[src/rtl/chop_pkg.sv]
// Shared types for the current chopper: bridge drive codes, internal
// phases and the decoded decay selection.
package chop_pkg;

    typedef enum logic [1:0] {
        BR_CHARGE = 2'b00,
        BR_SLOW   = 2'b01,
        BR_FAST   = 2'b10,
        BR_OFF    = 2'b11
    } bridge_e;

    typedef enum logic [2:0] {
        PH_IDLE,
        PH_BLANK,
        PH_CHARGE,
        PH_SLOW,
        PH_FAST
    } phase_e;

    typedef enum logic [1:0] {
        DK_SLOW  = 2'b00,
        DK_MIXED = 2'b01,
        DK_FAST  = 2'b10
    } decay_e;

    // Map the raw select pins; both codes with bit 0 set mean mixed.
    function automatic decay_e decode_decay(input logic [1:0] raw);
        case (raw)
            2'b00:   return DK_SLOW;
            2'b10:   return DK_FAST;
            default: return DK_MIXED;
        endcase
    endfunction

endpackage

[src/rtl/chop_sync.sv]
// Multi-stage synchronizer for one asynchronous level.
// Assumes STAGES >= 2; output lags input by STAGES edges.
module chop_sync #(
    parameter int STAGES = 2
) (
    input  logic clk,
    input  logic rst_n,
    input  logic d,
    output logic q
);
    logic [STAGES-1:0] sh;

    // Shift the input level through the flop chain.
    always_ff @(posedge clk) begin
        if (!rst_n) sh <= '0;
        else        sh <= {sh[STAGES-2:0], d};
    end

    assign q = sh[STAGES-1];
endmodule

[src/rtl/chop_timer.sv]
// Period position counter. Restarts at 0 on an enabled tick and advances
// once per cycle while a period is active, saturating at PERIOD_CYC-1.
// Flags are decoded from the next count so the phase logic can change
// state in the same edge the count reaches a boundary.
// Assumes 1 <= BLANK_CYC < PERIOD_CYC - TAIL_CYC.
module chop_timer #(
    parameter int PERIOD_CYC = 1200,
    parameter int BLANK_CYC  = 100,
    parameter int TAIL_CYC   = 100
) (
    input  logic clk,
    input  logic rst_n,
    input  logic restart,
    input  logic advance,
    output logic blank_done,
    output logic in_tail
);
    localparam int CW = $clog2(PERIOD_CYC);
    localparam logic [CW-1:0] LAST_L  = CW'(PERIOD_CYC - 1);
    localparam logic [CW-1:0] BLANK_L = CW'(BLANK_CYC);
    localparam logic [CW-1:0] TAIL_L  = CW'(PERIOD_CYC - TAIL_CYC);

    logic [CW-1:0] cnt_q, cnt_n;

    // Next count: restart, saturating advance, or hold.
    always_comb begin
        if (restart)                       cnt_n = '0;
        else if (advance && cnt_q != LAST_L) cnt_n = cnt_q + 1'b1;
        else                               cnt_n = cnt_q;
    end

    // Register the count.
    always_ff @(posedge clk) begin
        if (!rst_n) cnt_q <= '0;
        else        cnt_q <= cnt_n;
    end

    assign blank_done = (cnt_n == BLANK_L);
    assign in_tail    = (cnt_n >= TAIL_L);
endmodule

[src/rtl/chop_fsm.sv]
// Per-period phase machine. Captures the decay selection on each enabled
// tick, walks BLANK -> CHARGE -> decay, and applies the mixed-mode rules.
// Assumes tick is a single-cycle pulse and cmp is already synchronized.
module chop_fsm
    import chop_pkg::*;
(
    input  logic       clk,
    input  logic       rst_n,
    input  logic       en,
    input  logic       tick,
    input  logic [1:0] sel_raw,
    input  logic       cmp,
    input  logic       blank_done,
    input  logic       in_tail,
    output logic       active,
    output decay_e     sel_q,
    output logic [1:0] mode
);
    phase_e ph_q, ph_n;
    decay_e sel_n;

    // Next phase and selection from the current phase and timer flags.
    always_comb begin
        ph_n  = ph_q;
        sel_n = sel_q;
        if (!en) begin
            ph_n = PH_IDLE;
        end else if (tick) begin
            ph_n  = PH_BLANK;
            sel_n = decode_decay(sel_raw);
        end else begin
            case (ph_q)
                PH_BLANK:
                    if (blank_done) begin
                        if (!cmp)                ph_n = PH_CHARGE;
                        else if (sel_q == DK_SLOW) ph_n = PH_SLOW;
                        else                     ph_n = PH_FAST;
                    end
                PH_CHARGE:
                    if (cmp) ph_n = (sel_q == DK_FAST) ? PH_FAST : PH_SLOW;
                default: ;
            endcase
            if (sel_q == DK_MIXED && ph_q != PH_IDLE && in_tail)
                ph_n = PH_FAST;
        end
    end

    // Register phase and captured selection.
    always_ff @(posedge clk) begin
        if (!rst_n) begin
            ph_q  <= PH_IDLE;
            sel_q <= DK_SLOW;
        end else begin
            ph_q  <= ph_n;
            sel_q <= sel_n;
        end
    end

    // Map phase to bridge drive code.
    always_comb begin
        case (ph_q)
            PH_BLANK, PH_CHARGE: mode = BR_CHARGE;
            PH_SLOW:             mode = BR_SLOW;
            PH_FAST:             mode = BR_FAST;
            default:             mode = BR_OFF;
        endcase
    end

    assign active = (ph_q != PH_IDLE);
endmodule

[src/rtl/chop_ctrl.sv]
// Top of the current chopper: synchronizer, period timer and phase
// machine. Period, blanking and tail lengths are in clock cycles.
// Assumes 1 <= BLANK_CYC < PERIOD_CYC - TAIL_CYC and TAIL_CYC >= 1.
module chop_ctrl
    import chop_pkg::*;
#(
    parameter int PERIOD_CYC  = 1200,
    parameter int BLANK_CYC   = 100,
    parameter int TAIL_CYC    = 100,
    parameter int SYNC_STAGES = 2
) (
    input  logic       clk,
    input  logic       rst_n,
    input  logic       en,
    input  logic       period_tick,
    input  logic       cmp_async,
    input  logic [1:0] decay_sel,
    output logic [1:0] bridge_mode
);
    logic   cmp_s;
    logic   blank_done, in_tail, active;
    decay_e sel_cur;

    chop_sync #(.STAGES(SYNC_STAGES)) u_sync (
        .clk   (clk),
        .rst_n (rst_n),
        .d     (cmp_async),
        .q     (cmp_s)
    );

    chop_timer #(
        .PERIOD_CYC (PERIOD_CYC),
        .BLANK_CYC  (BLANK_CYC),
        .TAIL_CYC   (TAIL_CYC)
    ) u_timer (
        .clk        (clk),
        .rst_n      (rst_n),
        .restart    (en && period_tick),
        .advance    (en && active),
        .blank_done (blank_done),
        .in_tail    (in_tail)
    );

    chop_fsm u_fsm (
        .clk        (clk),
        .rst_n      (rst_n),
        .en         (en),
        .tick       (period_tick),
        .sel_raw    (decay_sel),
        .cmp        (cmp_s),
        .blank_done (blank_done),
        .in_tail    (in_tail),
        .active     (active),
        .sel_q      (sel_cur),
        .mode       (bridge_mode)
    );
endmodule

[config.mk]
export PLATFORM = sky130hd
export DESIGN_NAME = chop_ctrl
export DESIGN_NICKNAME = d
export VERILOG_FILES = /design/src/rtl/chop_pkg.sv /design/src/rtl/chop_sync.sv /design/src/rtl/chop_timer.sv /design/src/rtl/chop_fsm.sv /design/src/rtl/chop_ctrl.sv
export SDC_FILE = /design/constraint.sdc
export NUM_CORES = 1
export LEC_CHECK = 0
export CORE_MARGIN = 1.5
export CORE_UTILIZATION = 43
export CTS_BUF_LIST = sky130_fd_sc_hd__clkbuf_8
export DETAILED_ROUTE_END_ITERATION = 6
export GPL_TIMING_DRIVEN = 1
export PLACE_DENSITY = 0.69
export SLEW_MARGIN = 20
export SYNTH_ARGS = -nofsm -noshare
export SYNTH_HDL_FRONTEND = slang
export SYNTH_HIERARCHICAL = 1
export SYNTH_SLANG_ARGS = --single-unit
export TNS_END_PERCENT = 30
[constraint.sdc]
create_clock -name clk -period 4.8 [get_ports clk]
set_clock_uncertainty 0.2 [all_clocks]
set_input_delay 1.2 -clock clk [delete_from_list [all_inputs] [get_ports clk]]
set_output_delay 1.2 -clock clk [all_outputs]
set_load 0.01 [all_outputs]
; ---- After elaboration in Yosys (flattened, before gate mapping)
; Cells that the tools add are included.
[op_classes]
add_sub_neg = 1
order_cmp = 1
eq_ne = 15
muxes = 12
n_bitwise = 2
reduce_logical = 19
[ops]
columns = cell, n
row1 = two-way mux 11 bit, 2
row2 = two-way mux 3 bit, 6
row3 = "adder 11 x 1 -> 11 bit, second input constant", 1
row4 = "equality test 11 x 7 -> 1 bit, second input constant", 1
row5 = ">= comparator 11 bit, second input constant", 1
row6 = "!= test 11 bit, second input constant", 1
row7 = AND reduction 3 bit, 3
row8 = "!= test 4 x 3 -> 1 bit, second input constant", 2
row9 = "equality test 3 x 2 -> 1 bit, second input constant", 2
row10 = "!= test 3 x 2 -> 1 bit, second input constant", 2
row11 = one-hot mux 2 bit (3 select lines), 1
row12 = one-hot mux 3 bit (2 select lines), 1
row13 = nonzero test 3 bit, 2
row14 = logical AND 1 bit, 5
row15 = "equality test 2 bit, second input constant", 2
row16 = zero test 2 bit, 2
row17 = "!= test 2 bit, second input constant", 2
row18 = one-hot mux 2 bit (2 select lines), 1
row19 = AND reduction 2 bit, 2
row20 = nonzero test 4 bit, 1
row21 = OR reduction 4 bit, 1
row22 = "equality test 3 x 1 -> 1 bit, second input constant", 1
row23 = "equality test 3 bit, second input constant", 1
row24 = OR reduction 3 bit, 1
row25 = other kinds (5), 6
[totals]
register_bits = 18
output_inout_bits = 2
word_cells = 56

; ---- Longest topological paths before layout
; Gate-level depths: netlist of run 1.
[logic_depth]
depth_word = 10
ltp_mapped = 12
mapped_depth_nobuf = 11

; ---- By module
; Netlist of run 1, hierarchy kept.
[modules_own_cells]
columns = mod, instances, cells_per_inst, area_each_um2
row1 = chop_timer, 1, 85, 719.4
row2 = chop_fsm, 1, 41, 342.8
row3 = chop_sync, 1, 4, 52.6
row4 = chop_ctrl, 1, 2, 12.5

; ---- Least setup slack after synthesis of run 1
; OpenSTA, ideal clock, no wires.
[synth_timing]
path_type = input to register
start = input port en
end = register u_fsm.ph_q[0]
setup_ns = 0.118
arrival_time_ns = 3.434
required_ns = 4.482
path_slack_ns = 1.047
path_stages = 10
path_buffers = 0
path_cell_list = and2_1 > nand4_1 > nor4_1 > xnor2_1 > nand2b_1 > a2111oi_2 > or3b_2 > a21oi_1 > o31a_1 > nor3_1
[synth_via]
word_cells_on_any_way = 15
cone_classes = order compare: 1 / eq/ne: 3 / mux: 4 / reduce/logical: 7
[synth_lines]
columns = item, line
row1 = from (decl), chop_ctrl.sv:14  ; input logic en,
row2 = logical AND 1 bit, chop_ctrl.sv:39  ; .advance (en && active),
row3 = logical AND 1 bit, chop_timer.sv:28  ; else if (advance && cnt_q != LAST_L) cnt_n = cnt_q + 1'b1;
row4 = two-way mux 11 bit, chop_timer.sv:28
row5 = two-way mux 11 bit *, chop_timer.sv:27  ; if (restart) cnt_n = '0;
row6 = equality test 11 x 7 -> 1 bit *, chop_timer.sv:38  ; assign blank_done = (cnt_n == BLANK_L);
row7 = via blank_done, chop_ctrl.sv:21  ; logic blank_done, in_tail, active;
row8 = != test 4 x 3 -> 1 bit (no line) *, -
row9 = AND reduction 3 bit (no line) *, -
row10 = to (signal assigned), chop_fsm.sv:54  ; ph_q <= ph_n;
row11 = to (decl), chop_fsm.sv:19  ; phase_e ph_q, ph_n;
; The timed path passes the listed nets; every way through them passes the cells marked *.
; A chain may end at the register's enable or synchronous reset.

; ---- Worst setup path after layout of run 1
; Same ends and word-level chain as after synthesis.

==> metrics.txt, run 1 <==
status finished, final reports clean; Starting Density 0.4551; clock buffer depth 2; Worst Hold Depth 1; power density over cell area 234.6 mW/mm2; Max stage delay cell, worst path clkdlybuf4s50_1; Post-DRT Antenna Nets 0; Slew Limit Fails 0; Avg Inst Size Synth 8.540 um2; clk_lat worst skew 0.26 ns; Final Hold Vio Count 0; slowest stage delay, CP 0.53 ns; Die Height 54.20 um; Maximum Capacitance Violations 0; Synth Area in Simple Gates 0.3873; CP startpoint kind primary input; # clock sinks 18; CTS Buf Count 3; worst hold slack 0.2402 ns; global-route wire length before repair 4.043 mm; number of port buffers 8; Worst Path Required 4.75 ns; fin worst setup slack 0.4677 ns; Setup violations, final 0; RSZ-0062 raised after global routing no; Tmin final 4.332 ns; initial antenna violation count 0; WL/cell 13.42 um; CP delay by family, top simple AND/OR/NAND/NOR gates; R2R cell count 11; CTS clk-pin slew, worst paths 0.07 ns; mux contribution to synthesized area 0.008879; WL final 2.282 mm; CP cell instances clkdlybuf4s50_1 -> and2_1 -> nand4_1 -> nor4_1 -> xnor2_1 -> nand2b_1 -> a2111oi_2 -> or3b_2 -> a21oi_1 -> o31a_1 -> nor3_1; # diodes 0; Worst Hold Class reg -> reg; drt first pass iters 4; # rows 18; Final Cycle Share 0.9026; clock root cell clkbuf_8; IO Pins 9; CP Capture Type flop; placed wire-length estimate 1.680 mm; die area 0.002938 mm2; # DRC 0; fin nets 149; Synth Area in Compound Gates 0.1654; Slew @ Worst Pin 0.3969 ns; EDFF count, synth 0; CTS H-tree lvls 1; hold wc startpoint u_sync/sh[0]; TritonCTS clock tree built; area share of the leading cell type in the synthesized netlist 0.3196; Seq/Total Area, Yosys 0.3196; 1st-iter DRT viols 23; post-synthesis instance total 132; Synth Net Count 140; Area growth syn-to-layout 12.87%; Post-Syn Area 0.001127 mm2; Worst Hold End u_sync/sh[1]; asr flop ratio synth 0; core footprint 0.002477 mm2; R2R setup slack 1.28 ns; FF-to-FF Start u_fsm/ph_q[0]; Slew HR 0.7354; adder-cell share of the synthesized area 0.01110; Fmax 230.8 MHz; Pleak 0.4602 nW; DIE WIDTH 54.20 um; CP Depth 11; share of cells above drive strength 1 0.1357; Remaining Overflow, GRT 0; Vias/cell 5.753; WS Path Type in -> reg; peak supply drop 186.3 uV; XOR/XNOR Fraction of Synth Area 0.06992; library cells used by synthesis 56; synth top area cells dfxtp_1 (32%), nor2_1 (4.0%), xor2_1 (3.9%); largest net degree at the start of global routing 11; CP bufs+invs 1; post-cts resize count 0; leading area contributor after synthesis dfxtp_1; worst r2r dst u_fsm/ph_q[0]; filler instances 239; RePlAce Congestion 0.9047; largest family of logic cells by synthesized area simple AND/OR/NAND/NOR gates; count leader, synth dfxtp_1; Crit Path Max Fanout 6; DP Worst Slack 0.1820 ns; hold buffers post-CTS 0; GRT Resource Usage Total 0.1904; ys flop type dfxtp_1; yosys warns 6; post-CTS setup buffers 0; number of global-route vias before repair 915; Via Count 978; Sum Neg Setup Slack 0 ns; Arr. time, crit path 4.28 ns; Synth top cells by count dfxtp_1 (18), nor2_1 (12), nand2_1 (11); count of state elements after synthesis 18
-- sequential cells by signal (all words and copies together), names as in the netlist --
| signal | flops |
|---|---|
| u_sync/sh | 2 |
| u_fsm/sel_q | 2 |
| u_timer/cnt_q | 11 |
| u_fsm/ph_q | 3 |
-- per-stage QoR --
stage                 util  cell area (um2)  instances  power (mW)
floorplan                -             1127        132      0.1683
global placement    0.4914             1217        166      0.1780
detailed placement  0.4914             1217        166      0.1785
CTS                 0.5136             1272        170      0.3032
global route        0.5136             1272        170      0.3128
finish              0.5136             1272        170      0.2985
-- report_power, final --
group          switching [mW]  internal (mW)  leakage, nW
clock network          0.0509         0.0730       0.0288
logic                 0.00969         0.0111        0.286
registers             0.00246          0.151        0.146
-- how the worst max path moves through the flow --
stage	from	end	slack [ns]
after global placement	en	u_fsm/ph_q[0]	0.25
after floorplan	en	u_fsm/ph_q[0]	1.05
after CTS	en	u_fsm/ph_q[0]	0.46
after detailed placement	en	u_fsm/ph_q[0]	0.18
final	en	u_fsm/ph_q[0]	0.47
after global routing	en	u_fsm/ph_q[0]	0.21
-- cells by family (layout without fill, tap and decap cells) --
group,Yosys count,after routing
AND/OR/NAND/NOR,68,68
XOR/XNOR,9,9
adder cells (fa/ha/maj),1,1
multiplexers,1,1
AO/OA/AOI/OAI,27,27
buffers and inverters,8,16
flip-flops,18,18
-- layout make-up --
type	count	area (um2)	share of cell area
tap	30	37.54	0.02950
inverter	4	15.01	0.01180
timing repair buffer	8	80.08	0.06293
multi-input combinational	106	724.4	0.5693
sequential	18	360.3	0.2832
clock buffer	4	55.05	0.04326
-- metal layers --
layer,global-route usage,wire (um),vias up
met3,0.02778,89,4
li1,-,-,492
met5,0,0,-
met4,0.1083,34,0
met1,0.2314,1055,458
met2,0.3173,1103,24
-- layout by cell type (no fill, tap or decap), types with 2 or more instances in the layout --
cell type,instances
dfxtp_1,18
nor2_1,12
nand2_1,11
clkdlybuf4s50_1,8
o21ai_0,7
and2_1,5
xor2_1,5
a21oi_1,5
clkbuf_8,4
inv_1,4
nor2b_1,4
nand3_1,4
xnor2_1,4
nor3_1,3
nor3b_1,3
nand3b_1,2
nor4_2,2
nand4_1,2
nand2b_1,2
Note: power is estimated with default switching activity, not from simulation.
==> run 2, diff against run 1 <==
--- a/config.mk
+++ b/config.mk
@@ -5,6 +5,7 @@
 export SDC_FILE = /design/constraint.sdc
 export NUM_CORES = 1
 export LEC_CHECK = 0
+export ABC_CLOCK_PERIOD_IN_PS = 4800
 export CORE_MARGIN = 1.5
 export CORE_UTILIZATION = 43
 export CTS_BUF_LIST = sky130_fd_sc_hd__clkbuf_8
==> results of run 2 <==
Same layout as run 1: the final DEF is identical, and so are final timing and power.
==> run 3, diff against run 2 <==
--- a/config.mk
+++ b/config.mk
@@ -12,7 +12,7 @@
 export DETAILED_ROUTE_END_ITERATION = 6
 export GPL_TIMING_DRIVEN = 1
 export PLACE_DENSITY = 0.69
-export SLEW_MARGIN = 20
+export SLEW_MARGIN = 10
 export SYNTH_ARGS = -nofsm -noshare
 export SYNTH_HDL_FRONTEND = slang
 export SYNTH_HIERARCHICAL = 1
==> results of run 3 <==
Same layout as run 1: the final DEF is identical, and so are final timing and power.
